[src/rtl/mbp_pkg.sv]
// Package: shared register offsets for the multiplexed-bus peripheral port.
// Assumes a three-bit offset space; unused offsets read as zero.
package mbp_pkg;
    localparam int OFF_W = 3;
    typedef enum logic [OFF_W-1:0] {
        OFF_DIR   = 3'd0,
        OFF_DATA  = 3'd1,
        OFF_PINS  = 3'd2,
        OFF_AMODE = 3'd3,
        OFF_ODRN  = 3'd4,
        OFF_CTRL  = 3'd5
    } reg_off_e;
endpackage

[src/rtl/mbp_regs.sv]
// Module: configuration and data registers of the port.
// A write is captured while wr_n is low and committed on the first cycle
// wr_n is sampled high again. Assumes strobes are synchronous to clk.
module mbp_regs
    import mbp_pkg::*;
#(
    parameter int W = 8
) (
    input  logic             clk,
    input  logic             rst_n,
    input  logic             reg_sel,
    input  logic [OFF_W-1:0] reg_addr,
    input  logic             wr_n,
    input  logic [W-1:0]     ad_in,
    output logic [W-1:0]     dir_q,
    output logic [W-1:0]     data_q,
    output logic [W-1:0]     amode_q,
    output logic [W-1:0]     od_q,
    output logic             track_q
);
    logic             wr_n_d;
    logic             sel_hold;
    logic [OFF_W-1:0] off_hold;
    logic [W-1:0]     val_hold;
    logic             commit;

    // Purpose: detect the end of a selected write cycle.
    always_comb commit = wr_n && !wr_n_d && sel_hold;

    // Purpose: hold the offset and data seen during the low strobe phase.
    always_ff @(posedge clk) begin
        if (!rst_n) begin
            wr_n_d   <= 1'b1;
            sel_hold <= 1'b0;
            off_hold <= '0;
            val_hold <= '0;
        end else begin
            wr_n_d <= wr_n;
            if (!wr_n) begin
                sel_hold <= reg_sel;
                off_hold <= reg_addr;
                val_hold <= ad_in;
            end
        end
    end

    // Purpose: update the addressed register when a write commits.
    always_ff @(posedge clk) begin
        if (!rst_n) begin
            dir_q   <= '0;
            data_q  <= '0;
            amode_q <= '0;
            od_q    <= '0;
            track_q <= 1'b0;
        end else if (commit) begin
            case (off_hold)
                OFF_DIR:   dir_q   <= val_hold;
                OFF_DATA:  data_q  <= val_hold;
                OFF_AMODE: amode_q <= val_hold;
                OFF_ODRN:  od_q    <= val_hold;
                OFF_CTRL:  track_q <= val_hold[0];
                default:   ;
            endcase
        end
    end
endmodule

[src/rtl/mbp_addr_latch.sv]
// Module: low address byte latch.
// Follows the bus while ALE is high into a shadow; the visible latch
// takes the shadow at the first cycle ALE is sampled low.
module mbp_addr_latch #(
    parameter int W = 8
) (
    input  logic         clk,
    input  logic         rst_n,
    input  logic         ale,
    input  logic [W-1:0] ad_in,
    output logic [W-1:0] addr_q
);
    logic         ale_d;
    logic [W-1:0] shadow;

    // Purpose: track the bus during ALE and commit on its trailing edge.
    always_ff @(posedge clk) begin
        if (!rst_n) begin
            ale_d  <= 1'b0;
            shadow <= '0;
            addr_q <= '0;
        end else begin
            ale_d <= ale;
            if (ale)
                shadow <= ad_in;
            if (ale_d && !ale)
                addr_q <= shadow;
        end
    end
endmodule

[src/rtl/mbp_pin_drive.sv]
// Module: per-pin output selection and drive enable.
// Combinational. Track mode overrides the I/O, address and open-drain
// settings; trk_drive says whether a track path is currently active.
module mbp_pin_drive #(
    parameter int W = 8
) (
    input  logic [W-1:0] dir_q,
    input  logic [W-1:0] data_q,
    input  logic [W-1:0] amode_q,
    input  logic [W-1:0] od_q,
    input  logic [W-1:0] addr_q,
    input  logic         track_q,
    input  logic         trk_drive,
    input  logic [W-1:0] ad_in,
    output logic [W-1:0] pin_out,
    output logic [W-1:0] pin_oe
);
    for (genvar n = 0; n < W; n++) begin : g_pin
        logic val;
        logic en;

        // Purpose: pick the value and enable for this pin in I/O or address mode.
        always_comb begin
            val = amode_q[n] ? addr_q[n] : data_q[n];
            en  = amode_q[n] | dir_q[n];
        end

        // Purpose: apply track override and open-drain shaping.
        always_comb begin
            if (track_q) begin
                pin_oe[n]  = trk_drive;
                pin_out[n] = ad_in[n];
            end else if (od_q[n]) begin
                pin_oe[n]  = en & ~val;
                pin_out[n] = 1'b0;
            end else begin
                pin_oe[n]  = en;
                pin_out[n] = val;
            end
        end
    end
endmodule

[src/rtl/mux_bus_port.sv]
// Module: top of the multiplexed-bus peripheral port.
// Assumes address decoding is external (reg_sel and the three track
// selects) and that pads combine pin_out/pin_oe and ad_out/ad_oe.
module mux_bus_port
    import mbp_pkg::*;
#(
    parameter int W = 8
) (
    input  logic             clk,
    input  logic             rst_n,
    input  logic             ale,
    input  logic             rd_n,
    input  logic             wr_n,
    input  logic             reg_sel,
    input  logic [OFF_W-1:0] reg_addr,
    input  logic             sel_addr_out,
    input  logic             sel_data_out,
    input  logic             sel_data_in,
    input  logic [W-1:0]     ad_in,
    output logic [W-1:0]     ad_out,
    output logic             ad_oe,
    input  logic [W-1:0]     pin_in,
    output logic [W-1:0]     pin_out,
    output logic [W-1:0]     pin_oe
);
    logic [W-1:0] dir_q, data_q, amode_q, od_q, addr_q;
    logic         track_q;
    logic         trk_addr, trk_wdata, trk_rdata, trk_drive;
    logic         reg_rd;
    logic [W-1:0] rd_val;

    mbp_regs #(.W(W)) u_regs (
        .clk(clk), .rst_n(rst_n), .reg_sel(reg_sel), .reg_addr(reg_addr),
        .wr_n(wr_n), .ad_in(ad_in), .dir_q(dir_q), .data_q(data_q),
        .amode_q(amode_q), .od_q(od_q), .track_q(track_q)
    );

    mbp_addr_latch #(.W(W)) u_alat (
        .clk(clk), .rst_n(rst_n), .ale(ale), .ad_in(ad_in), .addr_q(addr_q)
    );

    // Purpose: decode which track-mode path, if any, is active.
    always_comb begin
        trk_addr  = track_q & sel_addr_out & ale;
        trk_wdata = track_q & sel_data_out & ~wr_n;
        trk_rdata = track_q & sel_data_in & ~rd_n;
        trk_drive = trk_addr | trk_wdata;
    end

    mbp_pin_drive #(.W(W)) u_pins (
        .dir_q(dir_q), .data_q(data_q), .amode_q(amode_q), .od_q(od_q),
        .addr_q(addr_q), .track_q(track_q), .trk_drive(trk_drive),
        .ad_in(ad_in), .pin_out(pin_out), .pin_oe(pin_oe)
    );

    // Purpose: select the register addressed by a CPU read.
    always_comb begin
        reg_rd = reg_sel & ~rd_n;
        case (reg_addr)
            OFF_DIR:   rd_val = dir_q;
            OFF_DATA:  rd_val = data_q;
            OFF_PINS:  rd_val = pin_in;
            OFF_AMODE: rd_val = amode_q;
            OFF_ODRN:  rd_val = od_q;
            OFF_CTRL:  rd_val = {{(W-1){1'b0}}, track_q};
            default:   rd_val = '0;
        endcase
    end

    // Purpose: drive the bus for a register read or a track-mode data-in read.
    always_comb begin
        if (reg_rd) begin
            ad_oe  = 1'b1;
            ad_out = rd_val;
        end else if (trk_rdata) begin
            ad_oe  = 1'b1;
            ad_out = pin_in;
        end else begin
            ad_oe  = 1'b0;
            ad_out = '0;
        end
    end
endmodule

[config.mk]
export PLATFORM = sky130hd
export DESIGN_NAME = mux_bus_port
export DESIGN_NICKNAME = d
export VERILOG_FILES = /design/src/rtl/mbp_pkg.sv /design/src/rtl/mbp_regs.sv /design/src/rtl/mbp_addr_latch.sv /design/src/rtl/mbp_pin_drive.sv /design/src/rtl/mux_bus_port.sv
export SDC_FILE = /design/constraint.sdc
export NUM_CORES = 1
export LEC_CHECK = 0
export ABC_AREA = 1
export BUFFER_PORTS_ARGS = -buffer_cell sky130_fd_sc_hd__buf_2
export CORE_UTILIZATION = 50
export DETAILED_ROUTE_END_ITERATION = 7
export PLACE_DENSITY = 0.76
export SLEW_MARGIN = 20
export SYNTH_ARGS = -nofsm -noshare
export SYNTH_HDL_FRONTEND = slang
export SYNTH_SLANG_ARGS = --single-unit
[constraint.sdc]
create_clock -name clk -period 0.95 [get_ports clk]
set_input_delay 0.095 -clock clk [delete_from_list [all_inputs] [get_ports clk]]
set_output_delay 0.095 -clock clk [all_outputs]
set_load 0.02 [all_outputs]
---- After elaboration in Yosys (flattened, before gate mapping) ----
Index checks and enable logic that the tools add are counted.
storage, ports and cells
  register bits ........................... 63
  bits in latches ......................... 0
  bits in read-only memories .............. 0
  bits of input ports ..................... 28
  output and inout port bits .............. 25
  logic and storage cells ................. 112
  memories ................................ 0
  bits in writable memories ............... 0
cells by class
  bitwise gates (word level) .............. 34
  order comparisons ....................... 0
  equality and inequality tests ........... 9
  multiplexer cells ....................... 45
  shifts and indexed selects .............. 0
  $mul .................................... 0
  div/mod/pow operators ................... 0
  reduce and logical (&&, ||, !) cells .... 12
  $add $sub $neg .......................... 0
operators with widths
  kind                                                  number
  case mux 8 bit (6 select lines)                       1
  two-way mux 1 bit                                     42
  two-way mux 8 bit                                     2
  bitwise AND 1 bit                                     15
  equality test 3 bit (second input constant)           4
  NOT 1 bit                                             10
  AND reduction 2 bit                                   5
  equality test 3 x 2 -> 1 bit (second input constant)  3
  OR 1 bit                                              9
  equality test 3 x 1 -> 1 bit (second input constant)  2
  zero test 3 bit                                       2
  logical AND 1 bit                                     3
  zero test 1 bit                                       2

---- Longest topological paths before layout ----
Gate-level depths: netlist of run 1.
  depth in word-level cells ............... 5
  gate-level depth with buffers ........... 10
  mapped depth without buffers ............ 9

---- Hierarchy ----
From an unflattened synthesis of run 1, not the netlist that was laid out.
second synthesis, totals
  cells, all modules ...................... 551
  area total of the unflattened synthesis .. 3,445.8 um^2
modules (own cells, without submodules)
  module          cells each  instances  sequential area each (um^2)  area each (um^2)
  mbp_regs        245         1          920.9                        1,801.7
  mbp_addr_latch  86          1          340.3                        641.9
  mux_bus_port    104         1          0.0                          513.0
  mbp_pin_drive   116         1          0.0                          489.2

---- Worst setup path before layout of run 1 ----
OpenSTA, ideal clock, no wires.
  path type ............................... register -> output
  from .................................... register u_regs.track_q
  to ...................................... output pin_oe[0]
  path buffers ............................ 1
  slack ................................... -269 ps
  required time ........................... 855 ps
  stages on the path, launching flop included .. 4
  arrival time ............................ 1,124 ps
  cell sequence ........................... dfxtp_1 -> buf_2 -> a31oi_1 -> nand2_1
on the way
  longest elaborated chain between the ends .. 4
  elaborated cells between the ends (all ways) .. 6
  classes of those cells .................. mux: 1; bitwise: 5
ends and longest elaborated chain
  element                                                    line                                    source
  start: declaration                                         mbp_regs.sv:19                          output logic track_q
  start signal: assignment                                   mbp_regs.sv:61                          OFF_CTRL: track_q <= val_hold[0];
  bitwise AND 1 bit, on equally long branches (2 in series)  mux_bus_port.sv:44, mux_bus_port.sv:45
  OR 1 bit                                                   mux_bus_port.sv:47                      trk_drive = trk_addr | trk_wdata;
  two-way mux 1 bit *                                        mbp_pin_drive.sv:30                     if (track_q) begin
  end: declaration                                           mux_bus_port.sv:24                      output logic [W-1:0] pin_oe
Every way passes the cells marked *; elsewhere a longest branch is shown, timed or not.

---- Worst setup path after layout of run 1 ----
  from .................................... register u_regs.track_q
  to ...................................... output pin_oe[6]
The elaborated chain is that of the path after synthesis.

==> run metrics, run 1 <==
status=finished with violations; failing checks=setup timing; CTS buffer count=9; Area Overhead vs Synth=55.5%; Rows=27; Core Util, Final=0.822; n_diodes=0; gr usage total=0.338; unrepaired setup endpoints after global routing=yes; measured slew at the worst slew-check pin=~0.36 ns; #FFs+latches synth=63; cells after synthesis=428; total gr overflow=0; Root Buffer=clkbuf_8; Max Fclk=644 MHz; fillers=roughly 320; Crit path largest cell delay=between 0.3 and 0.4 ns; leakage power=approximately 2 nW; Worst path top cell family by delay=buffers and inverters; Warnings, synthesis=0; crit path cell chain=buf_12 -> a31oi_4 -> buf_12 -> nand2_1 -> buf_6; Synth Net Count=roughly 460; post-synth cell types=25; Skew-Pair Late Insertion Delay=roughly 0.35 ns; # hold bufs at CTS=0; critical path arrival=1.46 ns; remaining antenna violation count=0; nets=between 500 and 600; routability-driven placement congestion ratio=between 0.8 and 0.9; Startpoint Class=register; I/O pin count=53; clk slew on worst S/H paths=roughly 0.070 ns; Placed Area=approximately 0.0038 mm^2; H-tree depth=3; most common cell after layout, fill and taps aside=nor2_1; Detailed Place HPWL=between 6000 and 7000 um; wire per inst=19.1 um; initial antenna violation count=0; Iteration-0 DRC Markers=a little under 500; # DRC=0; Clock Path Buffers=2; design area=approximately 0.0046 mm^2; die area=0.00628 mm^2; final period demand of the worst path=1.55 ns; most area-hungry cell type in the Yosys netlist=dfxtp_1; Slew Limit Headroom=0.761; dpl ws=-0.232 ns; CP Buf/Inv Count=3; Power Density=around 1300 mW/mm^2; Final Max Tran Viols=0; Worst path slowest cell=dfxtp_4; final worst slack=-0.602 ns; Final period util=1.63; core area=roughly 0.0056 mm^2; Initial Utilization=0.529; Fin Hold WS=slightly below 0.03 ns; IO Port Bufs=52; total vias in the final route=around 3.7k; die width=79.2 um; worst setup path class=reg -> out; vias per cell=about 6; max_cap viols=0; Syn Std Cell Area=approximately 0.003 mm^2; CP most frequent cell=buf_12; CTS tree=built; crit path capture type=output pin; share of layout cells above drive strength 1=0.444; setup violators final=59; first drt pass iteration count=5; Die Ht=79.2 um; Synth top area share=0.423; Final Hold Viols=0; Max VDD drop=approximately 2.2 mV; Area contributors post-synth=dfxtp_1 (42%), nor2_1 (15%), o21ai_0 (9.9%); largest net degree at the start of global routing=64; Pwr Total=slightly below 6 mW; Worst Hold Class=in -> reg; first-pass GRT wire length=between 15000 and 20000 um; mean post-synth cell area=between 6 and 7 um^2; WP data required=between 0.8 and 0.9 ns; # clock sinks=63; most frequent cells in the layout=nor2_1 (87), buf_4 (65), nand2_1 (62); total wire length=11900 um; sequential element share of the synthesized area=0.423; vias in the first global route=roughly 3.3k; Clock Skew=roughly 0.009 ns; Critical Path Fanout Max=16
[cell type report]
type | instances | area [um^2] | area share
Tap cell | 72 | 90.1 | 0.0194
Clock inverter | 7 | 73.8 | 0.0159
Inverter | 25 | 138 | 0.0297
Timing Repair Buffer | 119 | 947 | 0.204
Multi-Input combinational cell | 329 | 1970 | 0.426
Sequential cell | 63 | 1290 | 0.278
Clock buffer | 9 | 124 | 0.0267
[timing repair]
action / 4_1_cts / 5_1_grt
gates resized for setup: 73 / 75
buffers inserted: 4 / 10
pin swaps: 43 / 23
setup endpoints to repair: 58 / 60
cloned: 4 / 0
[synth_stat cells (all sizes together)]
| cell | number |
|---|---|
| a21boi | 1 |
| a21oi | 21 |
| a22o | 8 |
| a31oi | 1 |
| buf | 7 |
| clkbuf | 8 |
| clkinv | 7 |
| dfxtp | 63 |
| inv | 18 |
| nand2 | 79 |
| nand3 | 11 |
| nand4 | 13 |
| nor2 | 120 |
| nor3 | 2 |
| o211ai | 8 |
| o21ai | 60 |
| o22ai | 1 |
[logic make-up after synthesis]
logic type,after synthesis,share of synthesized area
AOI/OAI and AO/OA,100,0.186
and+or+nand+nor,225,0.329
buffers and inverters,40,0.0617
DFF,63,0.423
[power breakdown]
group          total, mW  switching (mW)  internal (mW)  leakage [nW]
Combinational      0.714           0.435          0.279          1.41
Sequential          2.80          0.0902           2.71         0.522
Clock               2.35            1.14           1.21        0.0875
Total               5.87            1.67           4.20          2.02
[registers in the layout, summed over array words and instances, names as in the netlist, 3 cells and up]
signal and count:
u_alat.addr_q 8, u_alat.shadow 8, u_regs.amode_q 8, u_regs.data_q 8
u_regs.dir_q 8, u_regs.od_q 8, u_regs.off_hold 3, u_regs.val_hold 8
[final timing paths]
path,end,cells after the start,slack [ns],startpoint
hold / removal,u_alat.shadow[3]$_SDFFE_PN0P_,3,0.03,ad_in[3]
setup / recovery,pin_oe[6],5,-0.60,u_regs.track_q$_SDFFE_PN0P_
hold reg to reg,u_alat.shadow[1]$_SDFFE_PN0P_,2,0.49,u_alat.shadow[1]$_SDFFE_PN0P_
setup reg to reg,u_regs.data_q[2]$_SDFFE_PN0P_,7,-0.39,u_regs.sel_hold$_SDFFE_PN0N_
[worst register-to-register path, cell delays in order (launching register included)]
cell and delay (ns):
dfxtp_2 0.35, nand2_4 0.07, nor2_8 0.14, buf_8 0.15
nand4_4 0.20, inv_8 0.18, nor2_4 0.05, nor2_2 0.13
[through the flow]
stage	instances	TNS (ns)
floorplan	428	-2.27
CTS	614	-19.93
global route	624	-26.21
detailed placement	590	-9.70
global placement	590	-8.69
finish	624	-23.69
[layer usage]
| layer | routed length (um) | global-route usage |
|---|---|---|
| met5 | 0 | 0 |
| met3 | 1160 | 0.0770 |
| met4 | 802 | 0.187 |
| met2 | 5350 | 0.564 |
| met1 | 4620 | 0.400 |
No activity file was read; power rests on OpenSTA's default activity.
==> inputs of run 2 (changes only) <==
Clock period 0.95 ns to 1.27 ns, I/O delays scaled along.
==> run 2 against run 1 <==
  * The run still ends with setup timing left
  * Routed wire length fell by 25%
  * Via count fell by 12%
  * Final cell count fell by 6.1%
  * Sequential share of layout area rose by 3.7 points
  * Clock power fell by 37%
  * Sequential cell count did not move
  * Utilization fell by 9.8 points
  * Largest power group unchanged
==> run metrics, run 2 (same netlist as run 1, synthesis figures left out) <==
max_cap viols=0 (unchanged); post-placement cell count=556 (-5.8%); total wire length=8980 um (-25%); remaining antenna violation count=0 (unchanged); share of layout cells above drive strength 1=0.307 (-0.136); Worst R2R End=u_regs.dir_q[6]$_SDFFE_PN0P_; Initial Utilization=0.529 (unchanged); Final Max Tran Viols=0 (unchanged); H-tree depth=3 (unchanged); Critical R2R Launch=u_regs.sel_hold$_SDFFE_PN0N_; wire per inst=15.3 um (-20%); Rows=27 (unchanged); final worst slack=-0.278 ns (+0.324 ns); status=finished with violations; critical path arrival=1.42 ns (-0.04 ns); core area=0.00564 mm^2 (unchanged); total vias in the final route=3292 (-12%); nets=538 (-6.4%); vias per cell=5.62 (-6.4%); Max Fclk=roughly 650 MHz; routability-driven placement congestion ratio=0.865 (-2.7%); unrepaired setup endpoints after global routing=yes; met3 GRT Util=0.0782 (+0.00115); Critical Path Fanout Max=8 (-8); met2 usage=0.444 (-0.120); I/O pin count=53 (unchanged); most frequent cells in the layout=nor2_1 (107), nand2_1 (72), dfxtp_1 (49); n_diodes=0 (unchanged); Worst Hold Class=in -> reg; # hold bufs at CTS=0 (unchanged); Power Density=979 mW/mm^2 (-23%); leakage power=1.73 nW (-15%); largest net degree at the start of global routing=64 (unchanged); most common cell after layout, fill and taps aside=nor2_1; vias in the first global route=2844 (-14%); CTS buffer count=9 (unchanged); total gr overflow=0 (unchanged); dpl ws=-0.0418 ns (+0.190 ns); # clock sinks=63 (unchanged); Final period util=1.22; Fin Hold WS=0.0611 ns (+0.0319 ns); Setup crit end=pin_oe[6]; # DRC=0 (unchanged); setup violators final=31 (-47%); Placed Area=0.00343 mm^2 (-11%); design area=0.00408 mm^2 (-12%); FF-to-FF setup slack=-0.03 ns (+0.36 ns); Detailed Place HPWL=5770 um (-6.3%); Setup crit start=u_regs.track_q$_SDFFE_PN0P_; Worst Reg-to-Reg Cells=7 (unchanged); Iteration-0 DRC Markers=397 (-19%); met1 usage=0.340 (-0.0595); clk slew on worst S/H paths=0.07 ns (about the same); failing checks=setup timing; WP data required=1.14 ns (+0.29 ns); gr usage total=0.272 (-0.0661); Skew-Pair Late Insertion Delay=0.34 ns (about the same); Startpoint Class=register; Max VDD drop=0.758 mV (-66%); Pwr Total=4.00 mW (-32%); Clock Skew=0.0108 ns (+0.00183 ns); busiest grt layer=met2; crit path capture type=output pin; Clock Path Buffers=2 (unchanged); initial antenna violation count=0 (unchanged); Finished Layout Cells=586 (-6.1%); die area=0.00628 mm^2 (unchanged); first-pass GRT wire length=13000 um (-19%); Root Buffer=clkbuf_8; first drt pass iteration count=6 (+1); Slew Limit Headroom=0.709 (-0.0518); Final Hold Viols=0 (unchanged); CTS tree=built; Die Ht=79.2 um (unchanged); Area Overhead vs Synth=36.9%; measured slew at the worst slew-check pin=0.435 ns (+0.0789 ns); die width=79.2 um (unchanged); worst setup path class=reg -> out; IO Port Bufs=52 (unchanged); final period demand of the worst path=approximately 1.5 ns
-- run 2: worst min-delay path by stage --
stage	end	startpoint	cells past startpoint	slack, ns
after floorplan	u_alat.shadow[7]$_SDFFE_PN0P_	ad_in[7]	2	0.26
final	u_alat.shadow[4]$_SDFFE_PN0P_	ad_in[4]	3	0.06
after CTS	u_alat.shadow[4]$_SDFFE_PN0P_	ad_in[4]	3	0.06
after global placement	u_alat.shadow[1]$_SDFFE_PN0P_	ad_in[1]	3	0.40
after global routing	u_alat.shadow[4]$_SDFFE_PN0P_	ad_in[4]	3	0.07
after detailed placement	u_alat.shadow[4]$_SDFFE_PN0P_	ad_in[4]	3	0.41
-- run 2: stage by stage --
| step | setup TNS [ns] | utilization |
|---|---|---|
| 2_1_floorplan | 0 | - |
| 3_3_place_gp | 0 | 0.608 |
| 3_5_place_dp | -0.459 | 0.608 |
| 4_1_cts | -5.33 | 0.670 |
| 5_1_grt | -7.22 | 0.724 |
| 6_report | -5.71 | 0.724 |
-- run 2: cell type report --
class | count | area (um^2)
multi-input cells | 330 | 1760
flip-flops and latches | 63 | 1290
clock inverters | 1 | 5.00
clock buffers | 14 | 153
repair buffers | 81 | 663
well taps | 72 | 90.1
fillers | 442 | 1560
inverters | 25 | 124
-- run 2: where the power goes --
group | total [mW] | internal [mW] | switching (mW) | leakage [nW]
clock network | 1.48 | 0.751 | 0.724 | 0.0805
registers | 2.09 | 2.03 | 0.0601 | 0.522
logic | 0.427 | 0.162 | 0.265 | 1.13
total | 4.00 | 2.95 | 1.05 | 1.73
-- run 2: layer usage --
metal	vias up	wire, um
li1	1598	-
met1	1462	3800
met2	198	4040
met3	34	817
met4	0	330
met5	-	0
-- run 2: repair_timing --
action	CTS	global route
gates resized for setup	54	69
endpoints found under the setup margin	25	54
pin swaps	10	25
buffers inserted	3	7
cloned	0	5
-- run 2: worst max-delay path, stage by stage, from the launching register on --
cell     delay [ns]
dfxtp_4        0.37
nand2_1        0.11
nor2_2         0.06
a31oi_4        0.15
buf_8          0.16
nand2_1        0.07
buf_6          0.13
